### config.mk
export PLATFORM = sky130hd
export DESIGN_NAME = hzd_fwd_unit
export DESIGN_NICKNAME = d
export VERILOG_FILES = /design/src/rtl/hzd_pkg.sv /design/src/rtl/hzd_age_pipe.sv /design/src/rtl/hzd_detect.sv /design/src/rtl/hzd_fwd_mux.sv /design/src/rtl/hzd_fwd_unit.sv
export SDC_FILE = /design/constraint.sdc
export NUM_CORES = 1
export LEC_CHECK = 0
export CORE_MARGIN = 1.5
export CORE_UTILIZATION = 38
export CTS_BUF_LIST = sky130_fd_sc_hd__clkbuf_4 sky130_fd_sc_hd__clkbuf_8
export CTS_CLUSTER_DIAMETER = 200
export DETAILED_ROUTE_END_ITERATION = 7
export GPL_TIMING_DRIVEN = 0
export PLACE_DENSITY = 0.87
export SYNTH_ARGS = -nofsm -noshare
export SYNTH_HDL_FRONTEND = slang
export SYNTH_SLANG_ARGS = --single-unit
### constraint.sdc
create_clock -name clk -period 2.2 [get_ports clk]
set_input_delay 0.44 -clock clk [delete_from_list [all_inputs] [get_ports clk]]
set_output_delay 0.44 -clock clk [all_outputs]
set_load 0.1 [all_outputs]
### src/rtl/hzd_pkg.sv
package hzd_pkg;
  typedef enum logic [1:0] {
    FWD_RF   = 2'b00,
    FWD_AGE2 = 2'b01,
    FWD_AGE3 = 2'b10
  } fwd_sel_t;
endpackage

### src/rtl/hzd_age_pipe.sv
module hzd_age_pipe #(
  parameter int AW    = 5,
  parameter int DEPTH = 3
) (
  input  logic                     clk,
  input  logic                     rst,
  input  logic                     in_we,
  input  logic [AW-1:0]            in_dst,
  input  logic                     kill,
  output logic [DEPTH-1:0]         age_we,
  output logic [DEPTH-1:0][AW-1:0] age_dst
);
  // Stage 0 is the instruction in execute (age 1); stage DEPTH-1 is write-back.
  always_ff @(posedge clk) begin
    if (rst) begin
      age_we  <= '0;
      age_dst <= '0;
    end else begin
      age_we[0]  <= in_we & ~kill;
      age_dst[0] <= in_dst;
      for (int k = 1; k < DEPTH; k++) begin
        age_we[k]  <= age_we[k-1];
        age_dst[k] <= age_dst[k-1];
      end
    end
  end

  assert_bubble_R8: assert property (@(posedge clk) disable iff (rst)
    kill |=> !age_we[0]);

  assert_shift_R8: assert property (@(posedge clk) disable iff (rst)
    !$past(rst) |-> (age_we[DEPTH-1] == $past(age_we[DEPTH-2])));
endmodule

### src/rtl/hzd_detect.sv
module hzd_detect
  import hzd_pkg::*;
#(
  parameter int AW = 5
) (
  input  logic                 re,
  input  logic [AW-1:0]        src,
  input  logic [2:0]           age_we,
  input  logic [2:0][AW-1:0]   age_dst,
  output logic                 need_stall,
  output fwd_sel_t             sel
);
  logic [2:0] hit;
  logic       raw, f_near, f_far;

  always_comb begin
    for (int k = 0; k < 3; k++)
      hit[k] = re && (src != '0) && age_we[k] && (age_dst[k] == src);
    raw        = |hit;
    f_near     = hit[1] & ~hit[0];
    f_far      = hit[2] & ~hit[0] & ~hit[1];
    need_stall = raw & ~f_near & ~f_far;
    if (f_near)     sel = FWD_AGE2;
    else if (f_far) sel = FWD_AGE3;
    else            sel = FWD_RF;
  end
endmodule

### src/rtl/hzd_fwd_mux.sv
module hzd_fwd_mux
  import hzd_pkg::*;
#(
  parameter int XLEN = 32
) (
  input  fwd_sel_t          sel,
  input  logic [XLEN-1:0]   rf_val,
  input  logic [XLEN-1:0]   near_val,
  input  logic [XLEN-1:0]   far_val,
  output logic [XLEN-1:0]   out_val
);
  always_comb begin
    case (sel)
      FWD_AGE2: out_val = near_val;
      FWD_AGE3: out_val = far_val;
      default:  out_val = rf_val;
    endcase
  end
endmodule

### src/rtl/hzd_fwd_unit.sv
module hzd_fwd_unit
  import hzd_pkg::*;
#(
  parameter int AW      = 5,
  parameter int XLEN    = 32,
  parameter int NUM_SRC = 2
) (
  input  logic                    clk,
  input  logic                    rst,
  input  logic [NUM_SRC-1:0]      rr_re,
  input  logic [NUM_SRC*AW-1:0]   rr_src,
  input  logic                    rr_we,
  input  logic [AW-1:0]           rr_dst,
  input  logic [NUM_SRC*XLEN-1:0] ex_rf_opnd,
  input  logic [XLEN-1:0]         wb_data,
  output logic                    stall,
  output logic                    bubble,
  output logic [NUM_SRC*2-1:0]    fwd_sel,
  output logic [NUM_SRC*XLEN-1:0] alu_opnd,
  output logic                    wb_we,
  output logic [AW-1:0]           wb_dst
);
  localparam int AGES = 3;

  logic [AGES-1:0]         age_we;
  logic [AGES-1:0][AW-1:0] age_dst;
  logic [NUM_SRC-1:0]      op_stall;
  logic [XLEN-1:0]         wb_data_q;

  hzd_age_pipe #(.AW(AW), .DEPTH(AGES)) u_age (
    .clk(clk), .rst(rst), .in_we(rr_we), .in_dst(rr_dst), .kill(stall),
    .age_we(age_we), .age_dst(age_dst)
  );

  always_ff @(posedge clk) begin
    if (rst) wb_data_q <= '0;
    else     wb_data_q <= wb_data;
  end

  for (genvar i = 0; i < NUM_SRC; i++) begin : g_op
    fwd_sel_t        sel_d, sel_q;
    logic [AW-1:0]   src;
    assign src = rr_src[i*AW +: AW];

    hzd_detect #(.AW(AW)) u_det (
      .re(rr_re[i]), .src(src), .age_we(age_we), .age_dst(age_dst),
      .need_stall(op_stall[i]), .sel(sel_d)
    );

    always_ff @(posedge clk) begin
      if (rst)        sel_q <= FWD_RF;
      else if (stall) sel_q <= FWD_RF;
      else            sel_q <= sel_d;
    end

    assign fwd_sel[i*2 +: 2] = sel_q;

    hzd_fwd_mux #(.XLEN(XLEN)) u_mux (
      .sel(sel_q), .rf_val(ex_rf_opnd[i*XLEN +: XLEN]),
      .near_val(wb_data), .far_val(wb_data_q),
      .out_val(alu_opnd[i*XLEN +: XLEN])
    );

    assert_age1_stall_R2: assert property (@(posedge clk) disable iff (rst)
      (rr_re[i] && src != '0 && age_we[0] && age_dst[0] == src) |-> stall);

    assert_zero_src_R6: assert property (@(posedge clk) disable iff (rst)
      (src == '0) |-> (!op_stall[i] && sel_d == FWD_RF));

    assert_no_read_R7: assert property (@(posedge clk) disable iff (rst)
      !rr_re[i] |-> (!op_stall[i] && sel_d == FWD_RF));

    assert_sel_after_stall_R9: assert property (@(posedge clk) disable iff (rst)
      stall |=> (fwd_sel[i*2 +: 2] == 2'b00));

    assert_sel_legal_R5: assert property (@(posedge clk) disable iff (rst)
      fwd_sel[i*2 +: 2] != 2'b11);

    assert_far_fwd_R10: assert property (@(posedge clk) disable iff (rst)
      (fwd_sel[i*2 +: 2] == 2'b10 && !$past(rst)) |->
        (alu_opnd[i*XLEN +: XLEN] == $past(wb_data)));
  end

  assign stall  = |op_stall;
  assign bubble = stall;
  assign wb_we  = age_we[AGES-1];
  assign wb_dst = age_dst[AGES-1];

  assert_or_stall_R11: assert property (@(posedge clk) disable iff (rst)
    (|op_stall) |-> (stall && bubble));
endmodule

==> impl_results.html, run 1 <==
<table>
<tr><th>Metric</th><th>Value</th></tr>
<tr><th colspan="2">Run status</th></tr>
<tr><td>Stage where the flow stopped</td><td>global routing (5_1_grt)</td></tr>
<tr><td>Run status</td><td>aborted with a tool error</td></tr>
<tr><td>Err</td><td>[ERROR DPL-0033] detailed placement checks failed during check placement.</td></tr>
<tr><th colspan="2">Global routing</th></tr>
<tr><td>Maximum number of pins on one net before global-route repair</td><td>17</td></tr>
<tr><td>Antenna violations before repair</td><td>1</td></tr>
<tr><th colspan="2">Synthesis</th></tr>
<tr><td>Post-synthesis cell type with the largest combined area</td><td>sky130_fd_sc_hd__dfxtp_1</td></tr>
<tr><td>Register bit count reported by yosys</td><td>54</td></tr>
<tr><td>Share of flip-flops with an asynchronous set or reset after synthesis</td><td>0</td></tr>
<tr><td>Mean instance size in the synthesized netlist</td><td>7.92 µm²</td></tr>
<tr><td>Share of the synthesized area in the top cell type</td><td>0.346</td></tr>
<tr><td>Count of mapped cells out of synthesis</td><td>between 300 and 400</td></tr>
<tr><td>Yosys Warn Count</td><td>0</td></tr>
<tr><td>Most used DFF post-synth</td><td>sky130_fd_sc_hd__dfxtp_1</td></tr>
<tr><td>Synth Cell Area</td><td>3120 µm²</td></tr>
<tr><td>Post-synthesis net count</td><td>approximately 510</td></tr>
<tr><td>Most common library cells after synthesis</td><td>sky130_fd_sc_hd__a22oi_1 (64), sky130_fd_sc_hd__nand2_1 (64), sky130_fd_sc_hd__o21ai_0 (64)</td></tr>
<tr><td>Distinct cell type count after synthesis</td><td>21</td></tr>
<tr><td>EDFF count, synth</td><td>0</td></tr>
<tr><td>Share of synthesized area occupied by flip-flops and latches</td><td>0.346</td></tr>
<tr><td>Main area contributors after synthesis</td><td>sky130_fd_sc_hd__dfxtp_1 (35%), sky130_fd_sc_hd__a22oi_1 (15%), sky130_fd_sc_hd__o21ai_0 (10%)</td></tr>
<tr><th colspan="2">Die</th></tr>
<tr><td>Starting density of the core</td><td>0.398</td></tr>
<tr><td>Chip Height</td><td>93.6 µm</td></tr>
<tr><td>Die boundary width</td><td>approximately 94 µm</td></tr>
<tr><td>IO Pins</td><td>192</td></tr>
<tr><td>Total number of placement rows</td><td>32</td></tr>
<tr><th colspan="2">Placement</th></tr>
<tr><td>Total of buffers placed on input and output ports</td><td>191</td></tr>
<tr><td>Half-perimeter wire length after detailed placement</td><td>10400 µm</td></tr>
<tr><td>Global placer's final weighted congestion</td><td>approximately 0.88</td></tr>
<tr><td>Post-DP Area</td><td>between 6000 and 7000 µm²</td></tr>
<tr><td>DP Worst Slack</td><td>-1.59 ns</td></tr>
<tr><th colspan="2">Timing</th></tr>
<tr><td>GR repair worst EP</td><td>stall</td></tr>
<tr><td>Category of the worst endpoint</td><td>top-level output</td></tr>
<tr><th colspan="2">Clocking</th></tr>
<tr><td>Root buffer selected by CTS</td><td>sky130_fd_sc_hd__clkbuf_8</td></tr>
<tr><td>Number of clock sinks</td><td>54</td></tr>
<tr><td>Cts bufs inserted</td><td>5</td></tr>
<tr><td>CTS Buffer Depth</td><td>2</td></tr>
<tr><td>Number of levels in the clock H-tree</td><td>2</td></tr>
</table>
[per-stage QoR]
stage / setup TNS [ns] / instances / utilization
2_1_floorplan: -0.214 / 394 / -
4_1_cts: -0.601 / 704 / 0.888
3_5_place_dp: -58.18 / 687 / 0.779
3_3_place_gp: -56.25 / 687 / 0.779
[logic make-up after synthesis]
family / count (synthesis) / synth area share
xor+xnor: 30 / 0.0842
compound gates: 131 / 0.273
buf+inv: 41 / 0.0565
simple gates: 134 / 0.223
flops: 54 / 0.346
fa+ha+maj: 4 / 0.0160
[what timing repair did]
action / 4_1_cts
endpoints found under the setup margin: 76
resized for setup: 644
hold buffers: 0
setup buffers: 9
pin swaps: 8
==> inputs of run 2 (changes only) <==
- CORE_UTILIZATION: 38 -> 25
- CTS_BUF_LIST: sky130_fd_sc_hd__clkbuf_4 sky130_fd_sc_hd__clkbuf_8 -> default
- CTS_CLUSTER_DIAMETER: 200 -> default
- PLACE_DENSITY: 0.87 -> default
- PLACE_DENSITY_LB_ADDON: default -> 0.15
==> impl_results.html, run 2 <==
<table>
<tr><th>Metric</th><th>Value</th></tr>
<tr><th colspan="2">Run status</th></tr>
<tr><td>Run status</td><td>complete, but fails checks</td></tr>
<tr><td>Violations in the final reports</td><td>setup timing</td></tr>
<tr><th colspan="2">Route</th></tr>
<tr><td>Number of vias per cell</td><td>4.75</td></tr>
<tr><td>Detailed-route via count</td><td>3673</td></tr>
<tr><td>Residual DRC</td><td>0</td></tr>
<tr><td>1st-iter DRT viols</td><td>104</td></tr>
<tr><td>Antenna Nets Post-Route</td><td>0</td></tr>
<tr><td>DRT Pass-1 Iters</td><td>4</td></tr>
<tr><td>Routed wire per std cell</td><td>~17 µm</td></tr>
<tr><td>Aggregate routed wire length</td><td>~13000 µm</td></tr>
<tr><th colspan="2">Finish</th></tr>
<tr><td>Leading cell type in the layout, fill and taps excluded</td><td>sky130_fd_sc_hd__clkdlybuf4s50_1</td></tr>
<tr><td>Register with the highest flop count</td><td>wb_data_q</td></tr>
<tr><td>Max FFs per register</td><td>32</td></tr>
<tr><td>Post-Layout Cell Count</td><td>773</td></tr>
<tr><td># nets final</td><td>~720</td></tr>
<tr><td>Most frequent cells in the layout</td><td>sky130_fd_sc_hd__clkdlybuf4s50_1 (105), sky130_fd_sc_hd__o21ai_4 (66), sky130_fd_sc_hd__nand2_1 (64)</td></tr>
<tr><td>Biggest registers after layout</td><td>wb_data_q x32, u_age.age_dst x15, g_op.sel_q x4</td></tr>
<tr><td>Fraction of final layout cells sized beyond drive strength 1</td><td>0.367</td></tr>
<tr><td>Synthesis-to-finish area growth</td><td>124%</td></tr>
<tr><td>Antenna cells</td><td>0</td></tr>
<tr><th colspan="2">Worst setup path</th></tr>
<tr><td>CP most frequent cell</td><td>sky130_fd_sc_hd__buf_12</td></tr>
<tr><td>Timing endpoint of the critical path</td><td>stall</td></tr>
<tr><td>Reg-to-reg critical path startpoint</td><td>u_age.age_dst[1]</td></tr>
<tr><td>Critical Path Source Type</td><td>primary input</td></tr>
<tr><td>Peak fanout along the critical path</td><td>4</td></tr>
<tr><td>Setup slack of the most critical reg-to-reg path</td><td>0.60 ns</td></tr>
<tr><td>Crit path kind</td><td>in2out</td></tr>
<tr><td>Start point of the critical path</td><td>rr_src[8]</td></tr>
<tr><td>Data arrival at the endpoint of the critical path</td><td>1.80 ns</td></tr>
<tr><td>Critical R2R Capture</td><td>g_op[0].sel_q[1]</td></tr>
<tr><td>Slowest cell on the critical path</td><td>sky130_fd_sc_hd__or4_4</td></tr>
<tr><td>Worst stage delay on the critical path</td><td>0.51 ns</td></tr>
<tr><td>Data required, critical path</td><td>1.76 ns</td></tr>
<tr><td>Crit path cell chain</td><td>clkdlybuf4s15_2, or4_4, o21ai_4, o22ai_4, buf_12, buf_12</td></tr>
<tr><td>Worst-case reg-to-reg path depth</td><td>6</td></tr>
<tr><td>Kind of end point of the critical path</td><td>output port</td></tr>
<tr><th colspan="2">Die</th></tr>
<tr><td>Total number of placement rows</td><td>40 (+25%)</td></tr>
<tr><td>Die boundary width</td><td>115 µm (+23%)</td></tr>
<tr><td>IO Pins</td><td>192 (unchanged)</td></tr>
<tr><td>Die area</td><td>around 13000 µm²</td></tr>
<tr><td>Core Region</td><td>roughly 12000 µm²</td></tr>
<tr><td>Chip Height</td><td>115 µm (+23%)</td></tr>
<tr><td>Starting density of the core</td><td>0.258 (-0.140)</td></tr>
<tr><th colspan="2">Synthesis</th></tr>
<tr><td>Mean instance size in the synthesized netlist</td><td>7.92 µm² (unchanged)</td></tr>
<tr><td>Yosys Warn Count</td><td>0 (unchanged)</td></tr>
<tr><td>Most common library cells after synthesis</td><td>sky130_fd_sc_hd__a22oi_1 (64), sky130_fd_sc_hd__nand2_1 (64), sky130_fd_sc_hd__o21ai_0 (64)</td></tr>
<tr><td>Most used DFF post-synth</td><td>sky130_fd_sc_hd__dfxtp_1</td></tr>
<tr><td>Post-synthesis net count</td><td>514 (unchanged)</td></tr>
<tr><td>Synth Cell Area</td><td>3120 µm² (unchanged)</td></tr>
<tr><td>Post-synthesis cell type with the largest combined area</td><td>sky130_fd_sc_hd__dfxtp_1</td></tr>
<tr><td>Share of flip-flops with an asynchronous set or reset after synthesis</td><td>0 (unchanged)</td></tr>
<tr><td>Count of mapped cells out of synthesis</td><td>394 (unchanged)</td></tr>
<tr><td>Share of the synthesized area in the top cell type</td><td>0.346 (unchanged)</td></tr>
<tr><td>Distinct cell type count after synthesis</td><td>21 (unchanged)</td></tr>
<tr><td>Share of synthesized area occupied by flip-flops and latches</td><td>0.346 (unchanged)</td></tr>
<tr><td>Main area contributors after synthesis</td><td>sky130_fd_sc_hd__dfxtp_1 (35%), sky130_fd_sc_hd__a22oi_1 (15%), sky130_fd_sc_hd__o21ai_0 (10%)</td></tr>
<tr><td>Register bit count reported by yosys</td><td>54 (unchanged)</td></tr>
<tr><td>EDFF count, synth</td><td>0 (unchanged)</td></tr>
<tr><th colspan="2">Timing</th></tr>
<tr><td>Final worst clock skew</td><td>0.00852 ns</td></tr>
<tr><td>Final worst-path setup slack</td><td>-0.0366 ns</td></tr>
<tr><td>Final critical path time including I/O delays and setup</td><td>2.24 ns</td></tr>
<tr><td>Final hold viol count</td><td>0</td></tr>
<tr><td>Worst Hold Margin</td><td>0.463 ns</td></tr>
<tr><td>Final setup viols</td><td>1</td></tr>
<tr><td>Max Freq</td><td>approximately 450 MHz</td></tr>
<tr><td>Total negative setup slack</td><td>-0.0366 ns</td></tr>
<tr><td>Headroom to the max-slew limit</td><td>0.310</td></tr>
<tr><td>Share of the clock period used by the worst path</td><td>1.02</td></tr>
<tr><td>Slew of the pin with the lowest slew margin</td><td>1.04 ns</td></tr>
<tr><td>Number of slew-limit violations in the final report</td><td>0</td></tr>
<tr><td>Setup repair after global routing missed its margin</td><td>yes</td></tr>
<tr><th colspan="2">Worst hold path</th></tr>
<tr><td>HP Class</td><td>reg2reg</td></tr>
<tr><th colspan="2">Clocking</th></tr>
<tr><td>Number of levels in the clock H-tree</td><td>2 (unchanged)</td></tr>
<tr><td>Number of clock sinks</td><td>54 (unchanged)</td></tr>
<tr><td>Worst-Skew Late Latency</td><td>between 0.2 and 0.3 ns</td></tr>
<tr><td>Clk pin slew, worst setup/hold paths</td><td>approximately 0.070 ns</td></tr>
<tr><td>Hold bufs inserted after CTS</td><td>0 (unchanged)</td></tr>
<tr><td>CTS Buffer Depth</td><td>2 (unchanged)</td></tr>
<tr><td>Cts bufs inserted</td><td>5 (unchanged)</td></tr>
<tr><td>Root buffer selected by CTS</td><td>sky130_fd_sc_hd__clkbuf_16</td></tr>
<tr><td>CTS tree</td><td>yes</td></tr>
<tr><th colspan="2">Pwr</th></tr>
<tr><td>Total power per unit cell area</td><td>459 nW/µm²</td></tr>
<tr><td>Post-layout power</td><td>0.00322 W</td></tr>
<tr><td>Static leakage power</td><td>between 2 and 3 nW</td></tr>
<tr><td>Max IR drop VDD</td><td>0.000417 V</td></tr>
<tr><th colspan="2">Flow run</th></tr>
<tr><td>Reported max-cap violation count</td><td>0</td></tr>
<tr><th colspan="2">Placement</th></tr>
<tr><td>Half-perimeter wire length after detailed placement</td><td>9920 µm (-5.0%)</td></tr>
<tr><td>DP Worst Slack</td><td>-1.55 ns (+0.0361 ns)</td></tr>
<tr><td>Global placer's final weighted congestion</td><td>0.828 (-5.5%)</td></tr>
<tr><td>Number of placed instances with taps included</td><td>753 (+9.6%)</td></tr>
<tr><td>Total of buffers placed on input and output ports</td><td>191 (unchanged)</td></tr>
<tr><th colspan="2">Global routing</th></tr>
<tr><td>Global-route usage over all layers</td><td>0.187</td></tr>
<tr><td>Via count of the first global-routing pass</td><td>3710</td></tr>
<tr><td>Global-route wire length before repair</td><td>19300 µm</td></tr>
<tr><td>Overflow left after global routing</td><td>0</td></tr>
<tr><td>Maximum number of pins on one net before global-route repair</td><td>18</td></tr>
<tr><td>Antenna violations before repair</td><td>0</td></tr>
</table>
## run 2: cell counts after synthesis
No cell type changed its count.
## run 2: what timing repair did
action / 4_1_cts / 5_1_grt
buffers inserted: 3 / 7
pin swaps: 9 / 0
setup endpoints to repair: 76 / 65
cloned: 0 / 2
resized for setup: 575 / 60
## run 2: critical path: cells and delay by family
kind | cells | cell delay (ns)
buffers and inverters | 3 | 0.52
and+or+nand+nor | 1 | 0.51
AOI/OAI and AO/OA | 2 | 0.33
## run 2: metal layers
layer	up-vias	track usage	routed length, µm
met3	8	0.0328	695
li1	1804	-	-
met4	0	0.0428	139
met1	1749	0.218	5290
met2	112	0.355	6700
met5	-	0	0
## run 2: cells by family (layout without fill, tap and decap cells)
logic type / after synthesis / after routing / synth area share
buf+inv: 41 / 252 / 0.0565
fa+ha+maj: 4 / 4 / 0.0160
xor+xnor: 30 / 30 / 0.0842
simple gates: 134 / 134 / 0.223
compound gates: 131 / 131 / 0.273
flops: 54 / 54 / 0.346
## run 2: layout make-up
type / instances / area (µm²)
multi-input combinational: 299 / 2690
sequential: 54 / 1100
timing repair buffer: 203 / 2330
tap: 168 / 210
clock buffer: 6 / 150
clock inverter: 2 / 38.8
fill: 1064 / 5110
inverter: 4 / 15.0
buffer: 37 / 475
## run 2: per-stage QoR
step	instance area, µm²	util
CTS	6730	0.555
detailed placement	6200	0.512
finish	7000	0.578
global placement	6200	0.512
floorplan	4080	-
global route	7000	0.578
## run 2: worst min-delay path by stage
stage,start,end,slack (ns),cells past startpoint
after floorplan,u_age.age_we[1],u_age.age_we[2],0.46,1
final,u_age.age_we[2],g_op[0].sel_q[1],0.46,2
after global routing,u_age.age_we[0],u_age.age_we[1],0.50,1
after CTS,u_age.age_we[2],g_op[0].sel_q[1],0.47,2
after global placement,u_age.age_we[2],g_op[0].sel_q[1],0.45,2
after detailed placement,u_age.age_we[2],g_op[0].sel_q[1],0.45,2
## run 2: power by group
part	switching (W)	internal (W)	leakage (nW)	total, W
registers	0.0000315	0.00102	0.451	0.00105
clock network	0.000361	0.000608	0.0922	0.000970
logic	0.000719	0.000478	2.12	0.00120
Note: power is estimated with default switching activity, not from simulation.
==> inputs of run 3 (changes only) <==
- CTS_CLUSTER_DIAMETER: default -> 50
==> results of run 3 <==
No change in the layout: final DEF, timing and power equal those of run 2.
